--- config.mk ---
export PLATFORM = sky130hd
export DESIGN_NAME = tmds_lane_enc
export DESIGN_NICKNAME = d
export VERILOG_FILES = /design/src/rtl/tmds_pkg.sv /design/src/rtl/tmds_min_trans.sv /design/src/rtl/tmds_ctl_sym.sv /design/src/rtl/tmds_dc_bal.sv /design/src/rtl/tmds_lane_enc.sv
export SDC_FILE = /design/constraint.sdc
export NUM_CORES = 1
export LEC_CHECK = 0
export ABC_AREA = 1
export BUFFER_PORTS_ARGS = -buffer_cell sky130_fd_sc_hd__buf_2
export CORE_AREA = 2 2 96 98
export CTS_CLUSTER_SIZE = 8
export DETAILED_ROUTE_END_ITERATION = 10
export DIE_AREA = 0 0 98 100
export GPL_ROUTABILITY_DRIVEN = 0
export SYNTH_ARGS = -nofsm -noshare
export SYNTH_HDL_FRONTEND = slang
export SYNTH_SLANG_ARGS = --single-unit
export TNS_END_PERCENT = 5
--- constraint.sdc ---
create_clock -name clk_i -period 7.8 [get_ports clk_i]
set_clock_uncertainty 0.1 [all_clocks]
set_input_delay 1.56 -clock clk_i [delete_from_list [all_inputs] [get_ports clk_i]]
set_output_delay 1.56 -clock clk_i [all_outputs]
set_load 0.01 [all_outputs]
--- src/rtl/tmds_pkg.sv ---
package tmds_pkg;
  localparam int DATA_W = 8;
  localparam int SYM_W  = DATA_W + 2;
  localparam int DISP_W = 6;
  localparam int CTL_W  = 2;
  localparam int CNT_W  = $clog2(DATA_W + 1);

  typedef logic [SYM_W-1:0]         sym_t;
  typedef logic [DATA_W:0]          qm_t;
  typedef logic signed [DISP_W-1:0] disp_t;

  localparam sym_t CTL_SYM [4] = '{10'b1101010100, 10'b0010101011,
                                   10'b0101010100, 10'b1010101011};

  function automatic logic [CNT_W-1:0] ones_of(input logic [DATA_W-1:0] v);
    logic [CNT_W-1:0] n;
    n = '0;
    for (int i = 0; i < DATA_W; i++) n = n + CNT_W'(v[i]);
    return n;
  endfunction

  // undo the chaining step; bit DATA_W=1 means XOR chain
  function automatic logic [DATA_W-1:0] qm_decode(input qm_t q);
    logic [DATA_W-1:0] d;
    d[0] = q[0];
    for (int i = 1; i < DATA_W; i++) d[i] = q[i] ^ q[i-1] ^ ~q[DATA_W];
    return d;
  endfunction

  function automatic logic [DATA_W-1:0] sym_decode(input sym_t s);
    qm_t q;
    q[DATA_W]        = s[DATA_W];
    q[DATA_W-1:0]    = s[DATA_W+1] ? ~s[DATA_W-1:0] : s[DATA_W-1:0];
    return qm_decode(q);
  endfunction
endpackage

--- src/rtl/tmds_min_trans.sv ---
module tmds_min_trans
  import tmds_pkg::*;
(
  input  logic [DATA_W-1:0] data_i,
  output qm_t               qm_o
);
  logic [CNT_W-1:0]  n_ones;
  logic              use_xnor;
  logic [DATA_W-1:0] chain;

  assign n_ones   = ones_of(data_i);
  assign use_xnor = (n_ones > CNT_W'(DATA_W/2)) ||
                    ((n_ones == CNT_W'(DATA_W/2)) && !data_i[0]);

  assign chain[0] = data_i[0];
  for (genvar i = 1; i < DATA_W; i++) begin : g_chain
    assign chain[i] = use_xnor ? ~(chain[i-1] ^ data_i[i])
                               :  (chain[i-1] ^ data_i[i]);
  end

  assign qm_o = {~use_xnor, chain};
endmodule

--- src/rtl/tmds_ctl_sym.sv ---
module tmds_ctl_sym
  import tmds_pkg::*;
(
  input  logic [CTL_W-1:0] ctl_i,
  output sym_t             sym_o
);
  always_comb begin
    unique case (ctl_i)
      2'd0:    sym_o = CTL_SYM[0];
      2'd1:    sym_o = CTL_SYM[1];
      2'd2:    sym_o = CTL_SYM[2];
      default: sym_o = CTL_SYM[3];
    endcase
  end
endmodule

--- src/rtl/tmds_dc_bal.sv ---
module tmds_dc_bal
  import tmds_pkg::*;
(
  input  logic clk_i,
  input  logic rst_ni,
  input  logic de_i,
  input  qm_t  qm_i,
  input  sym_t ctl_sym_i,
  output sym_t sym_o
);
  logic [CNT_W-1:0]  n1q;
  disp_t             surplus;
  disp_t             disp_q, disp_n;
  sym_t              sym_q, sym_n;
  logic              flag;
  logic [DATA_W-1:0] pay;

  assign flag    = qm_i[DATA_W];
  assign pay     = qm_i[DATA_W-1:0];
  assign n1q     = ones_of(pay);
  assign surplus = disp_t'(2 * int'(n1q) - DATA_W);

  always_comb begin
    if (!de_i) begin
      sym_n  = ctl_sym_i;
      disp_n = '0;
    end else if (disp_q == '0 || surplus == '0) begin
      sym_n  = {~flag, flag, flag ? pay : ~pay};
      disp_n = flag ? disp_q + surplus : disp_q - surplus;
    end else if (disp_q[DISP_W-1] == surplus[DISP_W-1]) begin
      sym_n  = {1'b1, flag, ~pay};
      disp_n = disp_q - surplus + (flag ? disp_t'(2) : disp_t'(0));
    end else begin
      sym_n  = {1'b0, flag, pay};
      disp_n = disp_q + surplus - (flag ? disp_t'(0) : disp_t'(2));
    end
  end

  always_ff @(posedge clk_i or negedge rst_ni) begin
    if (!rst_ni) begin
      sym_q  <= CTL_SYM[0];
      disp_q <= '0;
    end else begin
      sym_q  <= sym_n;
      disp_q <= disp_n;
    end
  end

  assign sym_o = sym_q;

  AST_DISP_EVEN: assert property (@(posedge clk_i) disable iff (!rst_ni)
    disp_q[0] == 1'b0);
  AST_DISP_CLEAR: assert property (@(posedge clk_i) disable iff (!rst_ni)
    !de_i |=> disp_q == '0);
  AST_FLAG_PASS: assert property (@(posedge clk_i) disable iff (!rst_ni)
    de_i |=> sym_q[DATA_W] == $past(qm_i[DATA_W]));
  AST_ZERO_BRANCH: assert property (@(posedge clk_i) disable iff (!rst_ni)
    (de_i && (disp_q == '0 || surplus == '0)) |=> sym_q[DATA_W+1] != sym_q[DATA_W]);
endmodule

--- src/rtl/tmds_lane_enc.sv ---
module tmds_lane_enc
  import tmds_pkg::*;
(
  input  logic              clk_i,
  input  logic              rst_ni,
  input  logic              de_i,
  input  logic [DATA_W-1:0] data_i,
  input  logic [CTL_W-1:0]  ctl_i,
  output logic [SYM_W-1:0]  sym_o
);
  qm_t  qm_c, qm_q;
  sym_t csym_c, csym_q;
  logic de_q;

  tmds_min_trans u_min (.data_i(data_i), .qm_o(qm_c));
  tmds_ctl_sym   u_ctl (.ctl_i(ctl_i), .sym_o(csym_c));

  always_ff @(posedge clk_i or negedge rst_ni) begin
    if (!rst_ni) begin
      qm_q   <= '0;
      csym_q <= CTL_SYM[0];
      de_q   <= 1'b0;
    end else begin
      qm_q   <= qm_c;
      csym_q <= csym_c;
      de_q   <= de_i;
    end
  end

  tmds_dc_bal u_bal (
    .clk_i    (clk_i),
    .rst_ni   (rst_ni),
    .de_i     (de_q),
    .qm_i     (qm_q),
    .ctl_sym_i(csym_q),
    .sym_o    (sym_o)
  );

  // edges seen since reset, for history-safe checks
  logic [1:0] age_q;
  always_ff @(posedge clk_i or negedge rst_ni) begin
    if (!rst_ni)            age_q <= '0;
    else if (age_q != 2'd3) age_q <= age_q + 2'd1;
  end

  AST_QM_ROUNDTRIP: assert property (@(posedge clk_i) disable iff (!rst_ni)
    (age_q != 2'd0 && $past(de_i)) |-> qm_decode(qm_q) == $past(data_i));
  AST_SYM_ROUNDTRIP: assert property (@(posedge clk_i) disable iff (!rst_ni)
    (age_q >= 2'd2 && $past(de_i, 2)) |-> sym_decode(sym_o) == $past(data_i, 2));
  AST_CTL_OUT: assert property (@(posedge clk_i) disable iff (!rst_ni)
    (age_q >= 2'd2 && !$past(de_i, 2)) |-> sym_o == CTL_SYM[$past(ctl_i, 2)]);
endmodule

==> results of run 1 <==
-- metrics by stage --
step	worst slack, ps	hold WS (ps)	instances
floorplan	3200	339	272
global placement	2970	346	404
detailed placement	2910	360	404
CTS	3200	373	408
global route	2950	402	408
finish	3180	365	408
-- worst max path at each step --
stage / startpoint / endpoint / slack (ps)
3_3_place_gp: data_i[0] / qm_q[7]$_DFF_PN0_ / 2970
6_report: qm_q[0]$_DFF_PN0_ / u_bal.disp_q[5]$_DFF_PN0_ / 3180
4_1_cts: data_i[0] / qm_q[7]$_DFF_PN0_ / 3200
2_1_floorplan: data_i[0] / qm_q[7]$_DFF_PN0_ / 3200
3_5_place_dp: data_i[0] / qm_q[7]$_DFF_PN0_ / 2910
5_1_grt: qm_q[1]$_DFF_PN0_ / u_bal.disp_q[4]$_DFF_PN0_ / 2950
-- sequential cells by signal, summed over array words and instances, names as in the netlist --
| name | count |
|---|---|
| qm_q | 9 |
| u_bal.disp_q | 5 |
| csym_q | 3 |
| de_q | 1 |
| u_bal.sym_o | 10 |
-- routing by layer --
| layer | vias to the layer above | track usage | part of all wire |
|---|---|---|---|
| met5 | - | 0 | 0 |
| met3 | 8 | 0.00836 | 0.034 |
| li1 | 887 | - | - |
| met2 | 43 | 0.157 | 0.48 |
| met4 | 0 | 0.0299 | 0.020 |
| met1 | 802 | 0.124 | 0.47 |
-- kinds of logic (layout without fill, tap and decap cells) --
group,after synthesis,in the layout,share of synthesized area
compound gates,27,27,0.0741
buf+inv,59,84,0.0997
simple gates,109,109,0.226
fa+ha+maj,37,37,0.234
flops,28,28,0.309
xor+xnor,12,12,0.0572
-- critical path: cells and delay by family (launching register included) --
family,cells,cell delay (ps)
fa+ha+maj,7,2710
flops,1,420
simple gates,5,510
buf+inv,3,330
xor+xnor,1,290
compound gates,1,170
-- cells in the final DEF (no fill, tap or decap), drive strengths merged --
master  Yosys  final
buf         0     22
clkinv      1      1
fa         10     10
nor2       14     14
a21oi       8      8
xnor2       4      4
nand3      24     24
or2         2      2
inv        57     57
xor2        8      8
nand2      63     63
nor3        1      1
dfrtp      21     21
nand4       2      2
ha         27     27
o21a        1      1
nand3b      3      3
clkbuf      1      4
dfstp       7      7
a211oi      3      3
o21bai      1      1
o221ai      1      1
o21ai      13     13
-- layout make-up --
class                      count  area share
multi-input combinational    185       0.523
clock buffer                   4      0.0212
sequential                    28       0.273
tap                          111      0.0535
timing repair buffer          22      0.0424
inverter                      58      0.0867
==> impl_metrics.py, run 1 <==
metrics = {
    "place": {
        "port_buffers": 22,
        "dpl_cell_area_mm2": 0.00254,
        "dpl.hpwl_um": 3660,
    },
    "cts": {
        "post_cts_resize_count": 0,
        "clk_path_buf_depth": 2,
        "cts_root_buf": "clkbuf_8",
        "post_cts_buffers": 0,
        "cts_buffers": 3,
        "clk_pin_slew_ps": 90,
        "clk_latency_ps": 270,
        "cts_tree": "yes",
        "clock-sinks": 28,
        "postCtsHoldBufs": 0,
        "htreeDepth": 1,
    },
    "routing": {
        "routed_wirelength_um": 4400,
        "vias_per_cell": 4.26,
        "ant_nets": 0,
        "drc": 0,
        "vias": 1740,
        "drtIter0Drc": 107,
        "firstDrtPassIters": 4,
        "wl_per_cell_um": 10.8,
    },
    "worst_setup_path": {
        "cp_cell_sequence": "ha_1 -> inv_1 -> fa_1 -> fa_1 -> fa_1 -> fa_1 -> xor2_1 -> inv_1 -> ha_1 -> ha_1 -> inv_1 -> nand3_1 -> nand2_1 -> nand3_1 -> nand3_1 -> nand2_1 -> a21oi_1",
        "reg2reg_slack_ps": 3180,
        "rr_endpoint": "u_bal.disp_q[5]$_DFF_PN0_",
        "worstPathMaxFanout": 6,
        "critPathRequiredTime_ps": 7890,
        "max_stage_delay_ps": 490,
        "crit_top_cell": "fa_1",
        "ff2ff_path_depth": 17,
        "worstPathArrival_ps": 4700,
        "crit-reg2reg-launch": "qm_q[0]$_DFF_PN0_",
        "critPathKind": "register to register",
        "critPathLaunchType": "register",
        "slowest_stage": "fa_1",
        "end_kind": "register",
    },
    "yosys": {
        "synthTopCellsByArea": "dfrtp_1 23%, ha_1 15%, nand2_1 9.2%",
        "synth_warnings": 0,
        "synth_edf_count": 0,
        "post-synth-top-area-cell": "dfrtp_1",
        "synthArstFlopShare": 1.00,
        "synth_common_cells": "56 x nand2_1, 53 x inv_1, 27 x ha_1, 24 x nand3_1, 21 x dfrtp_1",
        "synth_ff_type": "dfrtp_1",
        "synth_cell_types": 32,
        "synthCells": 272,
        "synth_seq_cells": 28,
        "avgSynthCellArea_um2": 8.44,
        "syn-num-nets": 322,
        "synth_top_area_share": 0.229,
        "netlist_area_mm2": 0.00230,
        "synth_most_common_cell": "nand2_1",
        "seq_area_frac_synth": 0.309,
    },
    "layout": {
        "num_antenna_cells": 0,
        "drive_gt1_frac": 0.182,
        "multi_input_area_mm2": 0.00136,
        "final_net_count": 348,
        "regArea_um2": 709,
        "syn_to_final_growth_pct": 13.1,
        "final_area_mm2": 0.00260,
        "n_fill_cell": 937,
        "final_util": 0.292,
    },
    "timing": {
        "timing.slew.headroom": 0.608,
        "rsz0062_at_grt": "false",
        "setup_tns_ps": 0,
        "hold_violations": 0,
        "finalMaxSlewViolations": 0,
        "min_period_ps": 4620,
        "worst_pin_slew_ps": 588,
        "setup_violations": 0,
        "min_period_over_period": 0.592,
        "max_freq_ghz": 0.217,
    },
    "floorplanning": {
        "dieWidth_um": 98,
        "initial_utilization": 0.258,
        "die_h_um": 100,
        "fp.dieArea_mm2": 0.00980,
        "core-area_mm2": 0.00889,
        "rows": 35,
        "ioPinCount": 23,
    },
    "worst_hold_path": {
        "whs_path_depth": 2,
        "hp-class": "register to register",
        "hold_path_end": "u_bal.sym_o[9]$_DFF_PN1_",
        "hp-start": "csym_q[9]$_DFF_PN1_",
    },
    "global_routing": {
        "grt.overflow.total": 0,
        "grt.total_usage": 0.0921,
        "grt_pass1_wl_um": 7460,
        "grt_start_max_net_pins": 29,
        "grt_pass1_vias": 1663,
        "antenna_found_initial": 0,
    },
    "run": {
        "maxCapViolCount": 0,
    },
    "run_status": {
        "status": "finished, final reports clean",
    },
}
Power of run 1 is not shown: default switching activity piles up to over one toggle a cycle in this logic, so the estimate is an artifact.
==> inputs of run 2 (changes only) <==
--- a/config.mk
+++ b/config.mk
@@ -5,12 +5,12 @@
 export SDC_FILE = /design/constraint.sdc
 export NUM_CORES = 1
 export LEC_CHECK = 0
-export ABC_AREA = 1
+export ABC_AREA = 0
 export BUFFER_PORTS_ARGS = -buffer_cell sky130_fd_sc_hd__buf_2
-export CORE_AREA = 2 2 96 98
+export CORE_AREA = 2 2 95 97
 export CTS_CLUSTER_SIZE = 8
 export DETAILED_ROUTE_END_ITERATION = 10
-export DIE_AREA = 0 0 98 100
+export DIE_AREA = 0 0 97 99
 export GPL_ROUTABILITY_DRIVEN = 0
 export SYNTH_ARGS = -nofsm -noshare
 export SYNTH_HDL_FRONTEND = slang
==> constraint.sdc (replaced) <==
create_clock -name clk_i -period 4.18 [get_ports clk_i]
set_clock_uncertainty 0.1 [all_clocks]
set_input_delay 0.836 -clock clk_i [delete_from_list [all_inputs] [get_ports clk_i]]
set_output_delay 0.836 -clock clk_i [all_outputs]
set_load 0.01 [all_outputs]
==> run 2 against run 1 <==
  * The run now ends with negative setup slack left
  * Setup slack got worse by 3400 ps
  * Area after synthesis decreased by 2.0%
  * Global-route usage increased by 1.1 points
  * Critical path type unchanged
==> impl_metrics.py, run 2 <==
metrics = {
    "cts": {
        "cts_buffers": 3,
        "clk_latency_ps": 280,
        "postCtsHoldBufs": 0,
        "cts_tree": "yes",
        "htreeDepth": 1,
        "clk_path_buf_depth": 2,
        "cts_root_buf": "clkbuf_8",
        "clock-sinks": 28,
        "clk_pin_slew_ps": 100,
    },
    "worst_setup_path": {
        "worstPathArrival_ps": 4430,
        "critPathLaunchType": "register",
        "end_kind": "register",
        "critPathKind": "register to register",
        "reg2reg_slack_ps": -170,
        "slowest_stage": "fa_2",
        "worstPathMaxFanout": 4,
        "worst-path-buf-inv": 2,
        "max_stage_delay_ps": 600,
        "crit_family": "adder cells",
        "cp_cell_sequence": "ha_1 -> inv_1 -> fa_1 -> fa_1 -> fa_2 -> fa_2 -> inv_2 -> fa_2 -> xnor2_2 -> nand3_2 -> and3_4 -> mux2_4 -> a2111oi_4",
        "critPathRequiredTime_ps": 4260,
        "crit_top_cell": "fa_2",
    },
    "layout": {
        "mostFrequentLayoutCells": "42 x buf_4, 31 x inv_1, 22 x ha_1, 22 x buf_2, 21 x dfrtp_1",
        "drive_gt1_frac": 0.441,
        "num_antenna_cells": 0,
        "final_common_cell": "buf_4",
        "largest_reg_flops": 10,
        "final_area_mm2": 0.00310,
        "stdcell_count": 387,
        "final_net_count": 330,
        "syn_to_final_growth_pct": 37.9,
    },
    "yosys": {
        "synthArstFlopShare": 1.00,
        "synthCells": 214,
        "seq_area_frac_synth": 0.315,
        "synth_ff_type": "dfrtp_1",
        "synth_edf_count": 0,
        "synth_cell_types": 39,
        "post-synth-top-area-cell": "dfrtp_1",
        "syn-num-nets": 264,
        "synth_most_common_cell": "inv_1",
        "avgSynthCellArea_um2": 10.5,
        "synth_seq_cells": 28,
        "netlist_area_mm2": 0.00225,
        "synthTopCellsByArea": "dfrtp_1 23%, ha_1 15%, fa_1 8.9%",
        "synth_common_cells": "34 x inv_1, 27 x ha_1, 21 x dfrtp_1, 20 x xnor2_1, 12 x nor2_1",
        "synth_warnings": 0,
        "synth_top_area_share": 0.234,
    },
    "floorplanning": {
        "dieWidth_um": 97,
        "rows": 34,
        "initial_utilization": 0.263,
        "core-area_mm2": 0.00855,
        "ioPinCount": 23,
        "fp.dieArea_mm2": 0.00960,
        "die_h_um": 99,
    },
    "global_routing": {
        "grt_start_max_net_pins": 29,
        "antenna_found_initial": 0,
        "grt_pass1_vias": 1834,
        "grt.overflow.total": 0,
        "grt.total_usage": 0.103,
        "grt_pass1_wl_um": 8270,
    },
    "routing": {
        "routed_wirelength_um": 4750,
        "vias": 1702,
        "firstDrtPassIters": 4,
        "drtIter0Drc": 38,
        "wl_per_cell_um": 12.3,
        "ant_nets": 0,
        "drc": 0,
        "vias_per_cell": 4.40,
    },
    "timing": {
        "min_period_over_period": 1.04,
        "timing.slew.headroom": 0.583,
        "max_freq_ghz": 0.230,
        "min_period_ps": 4350,
        "rsz0062_at_grt": "true",
        "finalMaxSlewViolations": 0,
        "fin_ws_ps": -168,
        "worst_pin_slew_ps": 626,
        "hold_violations": 0,
        "setup_violations": 8,
    },
    "worst_hold_path": {
        "hp-class": "register to register",
    },
    "place": {
        "dpl_worst_slack_ps": -400,
        "placed_cells": 380,
        "dpl_cell_area_mm2": 0.00289,
        "port_buffers": 22,
        "dpl.hpwl_um": 3800,
    },
    "run_status": {
        "violations": "negative setup slack",
        "status": "finished with violations",
    },
    "run": {
        "maxCapViolCount": 0,
    },
}
==> run 2: logic make-up after synthesis <==
family	count (synthesis)	share of synthesized area
buf+inv	38	0.0640
fa+ha+maj	37	0.239
simple gates	37	0.0873
compound gates	30	0.0962
flops	28	0.315
xor+xnor	27	0.105
mux	17	0.0929
==> run 2: stage by stage <==
step	utilization	hold slack (ps)	setup TNS, ps
finish	0.363	449	-629
global route	0.363	478	-2610
CTS	0.360	461	-638
detailed placement	0.337	441	-3450
global placement	0.337	456	-2800
floorplan	-	362	-972
==> run 2: per-layer routing <==
metal / global-route usage / wire [um] / vias to the layer above
li1: - / - / 834
met1: 0.121 / 1990 / 838
met2: 0.194 / 2560 / 24
met3: 0.0170 / 135 / 6
met4: 0.0249 / 63 / 0
met5: 0 / 0 / -
==> run 2: final timing paths <==
| path | start | end | cells after the start |
|---|---|---|---|
| max | qm_q[0]$_DFF_PN0_ | u_bal.disp_q[4]$_DFF_PN0_ | 13 |
| max reg2reg | qm_q[0]$_DFF_PN0_ | u_bal.disp_q[4]$_DFF_PN0_ | 13 |
| min | csym_q[9]$_DFF_PN1_ | u_bal.sym_o[9]$_DFF_PN1_ | 2 |
| max in group asynchronous | rst_ni | qm_q[7]$_DFF_PN0_ | 1 |
| min reg2reg | csym_q[9]$_DFF_PN1_ | u_bal.sym_o[9]$_DFF_PN1_ | 2 |
| min in group asynchronous | rst_ni | u_bal.disp_q[4]$_DFF_PN0_ | 1 |
==> run 2: layout make-up <==
cell class / count / area, um^2
clock buffer: 3 / 41.3
clock inverter: 1 / 30.0
fill: 841 / 5450
inverter: 34 / 128
multi-input combinational: 148 / 1610
sequential: 28 / 709
tap: 108 / 135
timing repair buffer: 65 / 445
==> run 2: worst min-delay path: cells and delay by family, from the launching register on <==
family | cells | cell delay [ps]
DFF | 1 | 380
and+or+nand+nor | 2 | 180
==> run 2: timing repair <==
| item | 4_1_cts | 5_1_grt |
|---|---|---|
| pin swaps | 11 | 2 |
| setup buffers | 3 | 0 |
| resized for setup | 18 | 4 |
| cloned | 0 | 0 |
| setup endpoints to repair | 13 | 13 |
Power of run 2 is left out for the same reason.
